## src/rtl/radio_spi_framer.sv

```systemverilog
module radio_spi_framer #(
  parameter int CLK_DIV = 4,
  parameter int LEN_W   = 8
) (
  input  logic             clk,
  input  logic             rst,
  input  logic             req_valid,
  output logic             req_ready,
  input  logic [2:0]       req_kind,
  input  logic [5:0]       req_addr,
  input  logic [15:0]      req_wdata,
  input  logic [LEN_W-1:0] req_len,
  output logic             tx_req,
  input  logic             tx_valid,
  input  logic [7:0]       tx_byte,
  output logic             rx_valid,
  output logic [7:0]       rx_byte,
  output logic             status_valid,
  output logic [7:0]       status,
  output logic             done,
  output logic             spi_sclk,
  output logic             spi_cs_n,
  output logic             spi_si,
  input  logic             spi_so
);

  localparam int GAP_CYC = 4 * CLK_DIV;
  localparam int CW      = $clog2(GAP_CYC + 1);
  localparam logic [2:0] K_WR = 3'd0, K_RD = 3'd1, K_TX = 3'd3, K_RX = 3'd4;

  typedef enum logic [2:0] {S_IDLE, S_LOW, S_HIGH, S_FETCH, S_GAP} state_t;

  state_t           st;
  logic [CW-1:0]    cnt;
  logic [2:0]       bitn;
  logic             hdr;
  logic [2:0]       kind;
  logic [15:0]      wdata;
  logic [LEN_W-1:0] left;
  logic [7:0]       tx_sh, rx_sh;

  wire half_end = (cnt == CW'(CLK_DIV - 1));
  wire gap_end  = (cnt == CW'(GAP_CYC - 1));
  wire req_rd   = (req_kind == K_RD) || (req_kind == K_RX);
  wire [5:0] hdr_addr = (req_kind == K_TX) ? 6'h3E :
                        (req_kind == K_RX) ? 6'h3F : req_addr;
  wire [LEN_W-1:0] first_left =
      (req_kind == K_WR || req_kind == K_RD) ? LEN_W'(2) :
      (req_kind == K_TX || req_kind == K_RX) ? req_len : '0;

  assign req_ready = (st == S_IDLE);
  assign tx_req    = (st == S_FETCH);
  assign spi_si    = !spi_cs_n && tx_sh[7];

  always_ff @(posedge clk) begin
    if (rst) begin
      st <= S_IDLE;
      cnt <= '0;
      bitn <= '0;
      hdr <= 1'b0;
      kind <= '0;
      wdata <= '0;
      left <= '0;
      tx_sh <= '0;
      rx_sh <= '0;
      spi_cs_n <= 1'b1;
      spi_sclk <= 1'b0;
      rx_valid <= 1'b0;
      rx_byte <= '0;
      status_valid <= 1'b0;
      status <= '0;
      done <= 1'b0;
    end else begin
      rx_valid <= 1'b0;
      status_valid <= 1'b0;
      done <= 1'b0;
      case (st)
        S_IDLE: if (req_valid) begin
          kind <= req_kind;
          wdata <= req_wdata;
          left <= first_left;
          tx_sh <= {1'b0, req_rd, hdr_addr};
          hdr <= 1'b1;
          bitn <= '0;
          cnt <= '0;
          spi_cs_n <= 1'b0;
          st <= S_LOW;
        end
        S_LOW: if (half_end) begin
          cnt <= '0;
          spi_sclk <= 1'b1;
          rx_sh <= {rx_sh[6:0], spi_so};
          st <= S_HIGH;
        end else cnt <= cnt + 1'b1;
        S_HIGH: if (half_end) begin
          cnt <= '0;
          spi_sclk <= 1'b0;
          bitn <= bitn + 1'b1;
          if (bitn != 3'd7) begin
            tx_sh <= {tx_sh[6:0], 1'b0};
            st <= S_LOW;
          end else begin
            hdr <= 1'b0;
            if (hdr || kind == K_TX) begin
              status <= rx_sh;
              status_valid <= 1'b1;
            end else if (kind == K_RD || kind == K_RX) begin
              rx_byte <= rx_sh;
              rx_valid <= 1'b1;
            end
            if (left == '0) begin
              spi_cs_n <= 1'b1;
              done <= 1'b1;
              st <= S_GAP;
            end else begin
              left <= left - 1'b1;
              if (kind == K_TX) st <= S_FETCH;
              else begin
                tx_sh <= (kind != K_WR) ? 8'h00 :
                         (left == LEN_W'(2)) ? wdata[15:8] : wdata[7:0];
                st <= S_LOW;
              end
            end
          end
        end else cnt <= cnt + 1'b1;
        S_FETCH: if (tx_valid) begin
          tx_sh <= tx_byte;
          cnt <= '0;
          st <= S_LOW;
        end
        S_GAP: if (gap_end) begin
          cnt <= '0;
          st <= S_IDLE;
        end else cnt <= cnt + 1'b1;
        default: st <= S_IDLE;
      endcase
    end
  end

  p_sclk_idle_r8: assert property (@(posedge clk) disable iff (rst)
    spi_cs_n |-> !spi_sclk);
  p_si_steady_r8: assert property (@(posedge clk) disable iff (rst)
    spi_sclk |-> $stable(spi_si));
  p_stall_parked_r9: assert property (@(posedge clk) disable iff (rst)
    tx_req |-> (!spi_sclk && !spi_cs_n));
  p_done_at_release_r10: assert property (@(posedge clk) disable iff (rst)
    done |-> $rose(spi_cs_n));
  p_ready_released_r10: assert property (@(posedge clk) disable iff (rst)
    req_ready |-> spi_cs_n);
  p_single_pulse_r4: assert property (@(posedge clk) disable iff (rst)
    !(status_valid && rx_valid));
  p_held_low_r7: assert property (@(posedge clk) disable iff (rst)
    (!spi_cs_n && !done && $past(!spi_cs_n)) |-> $past(!req_ready));

endmodule

```

## config.mk

```make
export PLATFORM = sky130hd
export DESIGN_NAME = radio_spi_framer
export DESIGN_NICKNAME = d
export VERILOG_FILES = /design/src/rtl/radio_spi_framer.sv
export SDC_FILE = /design/constraint.sdc
export NUM_CORES = 1
export LEC_CHECK = 0
export BUFFER_PORTS_ARGS = -buffer_cell sky130_fd_sc_hd__buf_2
export CAP_MARGIN = 20
export CORE_ASPECT_RATIO = 0.75
export CORE_MARGIN = 3
export CORE_UTILIZATION = 59
export CTS_CLUSTER_SIZE = 12
export DETAILED_ROUTE_END_ITERATION = 8
export PLACE_DENSITY_LB_ADDON = 0.2
export RECOVER_POWER = 100
export SYNTH_ARGS = -nofsm -noshare
export SYNTH_HDL_FRONTEND = slang
export SYNTH_SLANG_ARGS = --single-unit
```

## constraint.sdc

```tcl
create_clock -name clk -period 6.64 [get_ports clk]
set_clock_uncertainty 0.2 [all_clocks]
set_input_delay 0.664 -clock clk [delete_from_list [all_inputs] [get_ports clk]]
set_output_delay 0.664 -clock clk [all_outputs]
set_load 0.1 [all_outputs]
```

# Word-level counts from Yosys, hierarchy flattened
# Cells that the tools add are included.
# classes
eq_ne	24
n_lt_le_gt_ge	0
n_addsub	3
multipliers	0
bitwise_logic	4
shift	0
mux	50
reduce_logical	30
div_mod_pow	0
# ops
cell	n
8-bit two-way mux	14
3-bit two-way mux	9
8-bit case mux with 3 select lines	1
5-bit two-way mux	4
5-bit case mux with 4 select lines	1
5-bit AND reduction	4
8-bit case mux with 2 select lines	1
3-bit case mux with 5 select lines	1
2-bit != test (second input constant)	7
3-bit by 2-bit == test with 1-bit output (second input constant)	4
1-bit two-way mux	12
6-bit two-way mux	2
3-bit by 1-bit == test with 1-bit output (second input constant)	3
3-bit == test (second input constant)	3
3-bit != test (second input constant)	3
3-bit AND reduction	3
8-bit by 2-bit == test with 1-bit output (second input constant)	1
8-bit zero test	1
4-bit AND reduction	2
8-bit by 1-bit subtractor with 8-bit output (second input constant)	1
3-bit zero test	2
1-bit case mux with 2 select lines	3
3-bit case mux with 2 select lines	1
6-bit AND reduction	1
17 further kinds	27
# totals
mem_count	0
regBits	76
latch_bits	0
in_bits	46
mem_bits_rw	0
romBits	0
out_inout_bits	24

# Longest topological paths before layout
# Gate-level depths: netlist of run 1.
# depth
ltp_word	8
mapped_depth	9
mapped_depth_nobuf	9

# Worst setup path before layout of run 1
# OpenSTA, ideal clock, no wires.
# synth_path
path_type	register -> register
from	reg st[0]
to	reg kind[0]
period_less_slack_ps	4078
path_buffers	2
arrival_time_ps	3746
setup_time_ps	132
path_stages_with_launch	7
required_ps	6308
setup_slack_ps	2562
path_cell_list	dfxtp_1 > clkbuf_1 > nor3_1 > nand2_1 > clkbuf_1 > nand2_1 > a21oi_1
# synth_via
elab_chain_len	2
# synth_rtl
item	line_no	rtl
start, declared	33	state_t st;
start signal, assigned	57	st <= S_IDLE;
start signal, assigned	87	st <= S_LOW;
start signal, assigned	93	st <= S_HIGH;
3-bit zero test	-	
named net req_ready	8	output logic req_ready,
2-bit AND reduction (no line)	-	
end signal, assigned	79	kind <= req_kind;
end, declared	37	logic [2:0] kind;
# The timed path passes the listed nets, and every way through them passes these cells.
# A chain may end at the register's enable or synchronous reset.

# Worst setup path in the final report of run 1
# layout_path
from	reg cnt[0]
to	reg tx_sh[5]
# layout_via
elab_chain_len	3
# layout_rtl
item	line_no	rtl
start, declared	34	logic [CW-1:0] cnt;
start signal, assigned	94	end else cnt <= cnt + 1'b1;
start signal, assigned	125	end else cnt <= cnt + 1'b1;
start signal, assigned	134	end else cnt <= cnt + 1'b1;
5-bit by 2-bit == test with 1-bit output	42	wire half_end = (cnt == CW'(CLK_DIV - 1));
2-bit != test (no line)	-	
6-bit AND reduction (no line)	-	
end signal, assigned	82	tx_sh <= {1'b0, req_rd, hdr_addr};
end signal, assigned	100	tx_sh <= {tx_sh[6:0], 1'b0};
end signal, assigned	119	tx_sh <= (kind != K_WR) ? 8'h00 :
end, declared	40	logic [7:0] tx_sh, rx_sh;
# No other way between the ends.

==> results by group, run 1 <==
Run status
  – Status: complete, but fails checks
  – Failing checks: capacitance limit, slew limit

Synthesis
  – Ys Warns: 0
  – Post-synthesis cell count: 429
  – Seq cells post-synth: 76
  – Adder-Cell Fraction of Synth Area: 0.0274
  – Primary FF master, synth: dfxtp_1
  – Main combinational cell family by area after synthesis: simple AND/OR/NAND/NOR gates
  – Post-synth EDFFs: 0
  – Syn Area/Cell: 8.51 um^2
  – Post-synthesis xor/xnor area fraction: 0.00960
  – Post-synthesis mux area share: 0.0905
  – Synth Area in Compound Gates: 0.166
  – Netlist cell types: 52
  – Synth Cell Area: 0.00365 mm^2
  – Syn_nets: 483
  – Ys async rst share: 0
  – Simple-gate share of the synthesized area: 0.248
  – Sequential fraction of the synthesis area: 0.417

Setup path
  – Critical path origin: cnt[0]
  – Crit path kind: reg2reg
  – Setup crit start kind: flip-flop
  – CP arrival: 4010 ps
  – Reg-to-reg endpoint: tx_sh[5]
  – Crit path capture: tx_sh[5]
  – Critical Path End Type: flip-flop
  – Peak fanout along the critical path: 9
  – R2R Setup Slk: 2720 ps
  – WP data required: 6730 ps
  – Cell count of the worst reg-to-reg path: 5
  – Reg-to-Reg Start: cnt[0]

STA
  – Actual slew at the worst max-slew pin: 1790 ps
  – RSZ-0062 raised after global routing: no
  – Final period util: 0.590
  – Achievable Freq: 255 MHz
  – Hold Slack: 257 ps
  – Final Setup Violations: 0
  – Fin. max-slew vios: 10
  – Shortest period the worst path allows: 3920 ps
  – Slew Limit Headroom: -0.212
  – Final Hold Vio Count: 0
  – Setup_tns: 0 ps

Global route
  – Initial antenna violation count: 0
  – GRT Util Overall: 0.249
  – Largest net degree at the start of global routing: 71
  – Global-route wire length before repair: 14400 um
  – Vias in the first global route: 3022
  – Congestion Overflow GR: 0

Clocking
  – # hold bufs at CTS: 0
  – Post-CTS Setup Inserts: 0
  – Clock transition at path regs: 80 ps
  – CTS H-tree depth: 3
  – Worst skew pair latency: 350 ps
  – CTS tree: yes
  – Clock Sinks: 76
  – CTS buffer count: 9
  – Root Buffer: clkbuf_8
  – Longest Clk Path Bufs: 2
  – Post-cts sizing count: 0

Drt
  – 1st-pass router iterations: 4
  – First DRT Iteration DRCs: 268
  – DRT Wirelength: 8750 um
  – Detailed-route via count: 3333
  – Mean number of vias per cell: 5.89
  – # DRC: 0
  – Routed wire per std cell: 15.5 um
  – Post-DRT Antenna Nets: 0

Min path
  – Worst Hold Class: reg2reg
  – Hold-critical path depth: 2

Finish
  – Commonest non-fill, non-tap cell in the layout: dfxtp_1
  – Nets: 537
  – Layout cells sized above 1: 0.150
  – Antenna cell count: 0
  – Finished Layout Cells: 566
  – Final Util: 0.704
  – Most frequent cells in the layout: dfxtp_1 (76), nand2_1 (57), nor2_1 (47)
  – Area Growth Syn to Fin: 13.6%
  – Design Area, Final: 0.00415 mm^2

Placement
  – Placement-stage cell area: 0.00399 mm^2
  – Port-buffer cells: 69
  – Dpl cells: 550
  – Placer's final routability congestion estimate: 0.835
  – Post-DP HPWL: 6120 um

Pwr
  – Switching Fraction: 0.363
  – Combinational share of power: 0.297
  – Share of power burned in registers: 0.422
  – Pint: 0.876 mW
  – Max VDD drop: 0.000163 V
  – Clock share of power: 0.281
  – Net switching power: 0.498 mW
  – P_leak: 1.81 nW
  – PwrDens: 332 mW/mm^2

Floorplanning
  – Starting Density: 0.620
  – Die area: 0.00718 mm^2
  – Site Rows: 24
  – Core area: 0.00589 mm^2
  – Die X: 96.8 um
  – # IOs: 70
  – Die height: 74.1 um

Job
  – Max Cap Viol: 1
==> final cells by class <==
cell class	instances	area (um^2)
inverters	9	33.8
well taps	78	97.6
repair buffers	71	327
fillers	493	1740
flip-flops and latches	76	1520
multi-input cells	316	1950
clock buffers	11	131
clock inverters	5	85.1
==> layer usage <==
metal | up-vias | wire, um | track usage
li1 | 1640 | - | -
met1 | 1564 | 4010 | 0.341
met2 | 119 | 4000 | 0.384
met3 | 10 | 629 | 0.0619
met4 | 0 | 111 | 0.0966
met5 | - | 0 | 0
==> critical path, stage by stage, from the launching register on <==
cell	delay [ps]
dfxtp_1	380
ha_1	220
nor4b_1	1420
a21oi_1	280
nor4_1	1070
a32o_1	290
==> state kept, by name (all words and copies together) (netlist names), 3 cells and up <==
name	cells
wdata	16
left	8
rx_byte	8
rx_sh	8
status	8
tx_sh	8
cnt	5
bitn	3
kind	3
st	3
==> cell families (layout without fill, tap and decap cells) <==
family | Yosys count | count (layout)
adders and majority gates | 8 | 8
muxes | 33 | 33
DFF | 76 | 76
and+or+nand+nor | 177 | 177
buffers and inverters | 37 | 96
AOI/OAI and AO/OA | 94 | 94
xor gates and xnor gates | 4 | 4
==> worst min-delay path by stage <==
stage | endpoint | from
floorplan | tx_sh[0] | tx_sh[0]
global placement | tx_sh[0] | tx_sh[0]
detailed placement | wdata[13] | wdata[13]
CTS | wdata[13] | wdata[13]
global route | wdata[13] | wdata[13]
finish | wdata[13] | wdata[13]
==> cell usage after synthesis, types with 4 or more instances <==
cell | count | area [um^2]
inv_1 | 9 | 33.8
buf_2 | 6 | 30.0
nand3_1 | 9 | 45.0
or4_1 | 7 | 52.6
nand2_1 | 57 | 214
nor3_1 | 11 | 55.1
o21ai_0 | 16 | 80.1
nor2_1 | 47 | 176
ha_1 | 8 | 100
nor2b_1 | 4 | 25.0
clkbuf_1 | 18 | 67.6
dfxtp_1 | 76 | 1520
a32o_1 | 7 | 70.1
nor3b_1 | 9 | 67.6
mux2i_1 | 33 | 330
xnor2_1 | 4 | 35.0
a211oi_1 | 6 | 45.0
a21oi_1 | 42 | 210
or3_1 | 6 | 37.5
a31oi_1 | 6 | 37.5
or3b_2 | 4 | 35.0
==> power groups by stage <==
stage / Clock (mW) / Sequential [mW] / Combinational (mW)
after detailed placement: 0 / 0.588 / 0.409
after CTS: 0.393 / 0.578 / 0.412
final: 0.386 / 0.581 / 0.408
after global placement: 0 / 0.584 / 0.400
after floorplan: 0 / 0.558 / 0.349
after global routing: 0.413 / 0.589 / 0.450
==> stage by stage <==
| stage | power, mW | worst slack, ps |
|---|---|---|
| 6_report | 1.37 | 2720 |
| 5_1_grt | 1.45 | 2420 |
| 4_1_cts | 1.38 | 3350 |
| 3_5_place_dp | 0.997 | 3770 |
| 3_3_place_gp | 0.985 | 3890 |
| 2_1_floorplan | 0.907 | 2560 |
No activity file was read; power rests on OpenSTA's default activity.
==> inputs of run 2 (changes only) <==
Settings changed: ABC_AREA set to 1, CORE_UTILIZATION 59 to 56.
Clock period 6.64 ns to 3.7 ns, I/O delays scaled along.
==> run 2 against run 1 <==
Net effect: the flow now finishes without violations; clock-buffer cell count fell by 1; utilization is 3.2 points lower; die area grew 11%; hold slack got worse by 200 ps; critical path depth down 1; non-clock buffer count is the same.
==> results by group, run 2 <==
Run status
  – Status: completed

Synthesis
  – Ys async rst share: 0
  – Primary FF master, synth: dfxtp_1
  – Share of the synthesized area in the top cell type: 0.392
  – Netlist cell types: 34
  – Top cells by count, synth: nand2_1 (87), dfxtp_1 (76), nor2_1 (75), inv_1 (70), a21oi_1 (62)
  – Seq cells post-synth: 76
  – Syn Area/Cell: 7.02 um^2
  – Post-synth EDFFs: 0
  – Dominant cell type by area after synthesis: dfxtp_1
  – Area contributors post-synth: dfxtp_1 (39%), nand2_1 (8.4%), a21oi_1 (8.0%)
  – Syn_nets: 607
  – Post-synthesis cell count: 553
  – Most instantiated library cell after synthesis: nand2_1
  – Sequential fraction of the synthesis area: 0.392
  – Synth Cell Area: 0.00388 mm^2
  – Ys Warns: 0

Floorplanning
  – Core area: 0.00651 mm^2
  – Die X: 102 um
  – # IOs: 70
  – Site Rows: 25
  – Die area: 0.00798 mm^2
  – Die height: 78.1 um
  – Starting Density: 0.597

Pwr
  – Share of power burned in registers: 0.357
  – P_leak: 2.02 nW
  – Combinational share of power: 0.383
  – PwrDens: 668 mW/mm^2
  – Clock share of power: 0.260
  – Max VDD drop: 0.000296 V
  – Final Total Pwr: 2.92 mW
  – Pint: 1.73 mW
  – Net switching power: 1.19 mW
  – Switching Fraction: 0.408

Finish
  – Fillcell total: 607
  – Register area: 0.00152 mm^2
  – Most frequent cells in the layout: nand2_1 (88), nor2_1 (78), dfxtp_1 (76)
  – Antenna cell count: 0
  – Layout cells sized above 1: 0.139
  – Finished Layout Cells: 700
  – Commonest non-fill, non-tap cell in the layout: nand2_1
  – Max reg flops: 16
  – Top reg by flops: wdata
  – Area occupied by multi-input gates: 0.00188 mm^2
  – Final Util: 0.672
  – Nets: 668
  – Area Growth Syn to Fin: 12.7%

Drt
  – Post-DRT Antenna Nets: 0
  – First DRT Iteration DRCs: 229
  – 1st-pass router iterations: 6
  – # DRC: 0
  – Detailed-route via count: 3748
  – DRT Wirelength: 9290 um
  – Mean number of vias per cell: 5.35
  – Routed wire per std cell: 13.3 um

Setup path
  – Critical Path End Type: output port
  – CP Buf/Inv Count: 2
  – Crit path kind: reg2out
  – Slowest-stage cell, CP: clkbuf_1
  – CP top delay family: buffers and inverters
  – Setup crit start kind: flip-flop
  – Peak fanout along the critical path: 14
  – Max incr delay on CP: 910 ps
  – CP arrival: 2360 ps
  – Cell mode on critical path: nor2_1
  – WP data required: 3130 ps
  – Crit-path cells: nor2_1, inv_1, nor2_1, clkbuf_1

Global route
  – Vias in the first global route: 3344
  – Initial antenna violation count: 0
  – GRT Util Overall: 0.244
  – Global-route wire length before repair: 15600 um
  – Congestion Overflow GR: 0
  – Largest net degree at the start of global routing: 39

STA
  – Final Hold Vio Count: 0
  – Final Setup Violations: 0
  – Final period util: 0.793
  – Setup_tns: 0 ps
  – Achievable Freq: 341 MHz
  – Shortest period the worst path allows: 2930 ps
  – Actual slew at the worst max-slew pin: 1180 ps
  – RSZ-0062 raised after global routing: no
  – Fin. max-slew vios: 0
  – Slew Limit Headroom: 0.217

Clocking
  – CTS buffer count: 9
  – Longest Clk Path Bufs: 2
  – Worst skew pair latency: 350 ps
  – Root Buffer: clkbuf_8
  – Clock transition at path regs: 80 ps
  – Clock Sinks: 76
  – CTS tree: yes
  – Post-cts sizing count: 0
  – Post-CTS Setup Inserts: 0
  – CTS H-tree depth: 3
  – # hold bufs at CTS: 0

Min path
  – Worst Hold Class: in2reg

Placement
  – Port-buffer cells: 69
  – Dpl cells: 684
  – Placer's final routability congestion estimate: 0.856
  – Post-DP HPWL: 6650 um

Job
  – Max Cap Viol: 0
==> run 2: cell count changes after synthesis, moves of 7 or more <==
cell / before / now
a21oi_1: 42 / 62
nor2_4: 0 / 7
nor2_1: 47 / 75
o21ai_0: 16 / 59
nand2_1: 57 / 87
inv_1: 9 / 70
inv_2: 0 / 8
a32o_1: 7 / 0
nor3_1: 11 / 2
clkbuf_1: 18 / 8
or4_1: 7 / 0
nor3b_1: 9 / 0
mux2i_1: 33 / 0
nand3_1: 9 / 36
==> run 2: final timing paths <==
check | startpoint | to | slack (ps) | cells past startpoint
max | st[0] | req_ready | 770 | 4
min | spi_so | rx_sh[0] | 60 | 3
max reg2reg | st[0] | left[2] | 860 | 9
min reg2reg | wdata[6] | wdata[6] | 250 | 2
==> run 2: power by group through the flow <==
stage	Clock, mW	Sequential, mW	Combinational [mW]
2_1_floorplan	0	1.06	0.936
3_3_place_gp	0	1.06	1.10
3_5_place_dp	0	1.06	1.12
4_1_cts	0.765	1.04	1.13
5_1_grt	0.813	1.06	1.26
6_report	0.758	1.04	1.12
==> run 2: worst min-delay path: stages <==
cell and delay [ps]:
buf_2 80, nor2_1 40, nor2_1 90
==> run 2: cell families after synthesis <==
logic type               count (synthesis)  synth area share
flip-flops                              76             0.392
buffers and inverters                  100             0.112
AO/OA/AOI/OAI                          143             0.201
adder cells (fa/ha/maj)                  8            0.0258
AND/OR/NAND/NOR                        224             0.266
XOR/XNOR                                 2           0.00451
==> run 2: final cells by class <==
cell class | count | share of cell area
inverter | 79 | 0.0684
sequential | 76 | 0.348
clock inverter | 6 | 0.0255
tap | 81 | 0.0232
clock buffer | 10 | 0.0292
timing repair buffer | 71 | 0.0755
multi-input combinational | 377 | 0.430
==> run 2: per-stage QoR <==
stage | setup WS [ps] | hold slack [ps] | instance area [um^2]
after CTS | 1150 | 53.0 | 4450
after global routing | 508 | 68.4 | 4370
after floorplan | 754 | 223 | 3880
after global placement | 1400 | 237 | 4210
final | 766 | 56.9 | 4370
after detailed placement | 1170 | 238 | 4210
==> run 2: per-layer routing <==
metal,track usage,wire length (um),up-vias
li1,-,-,1906
met1,0.336,4370,1710
met2,0.381,4150,115
met3,0.0577,621,17
met4,0.0708,143,0
met5,0,0,-
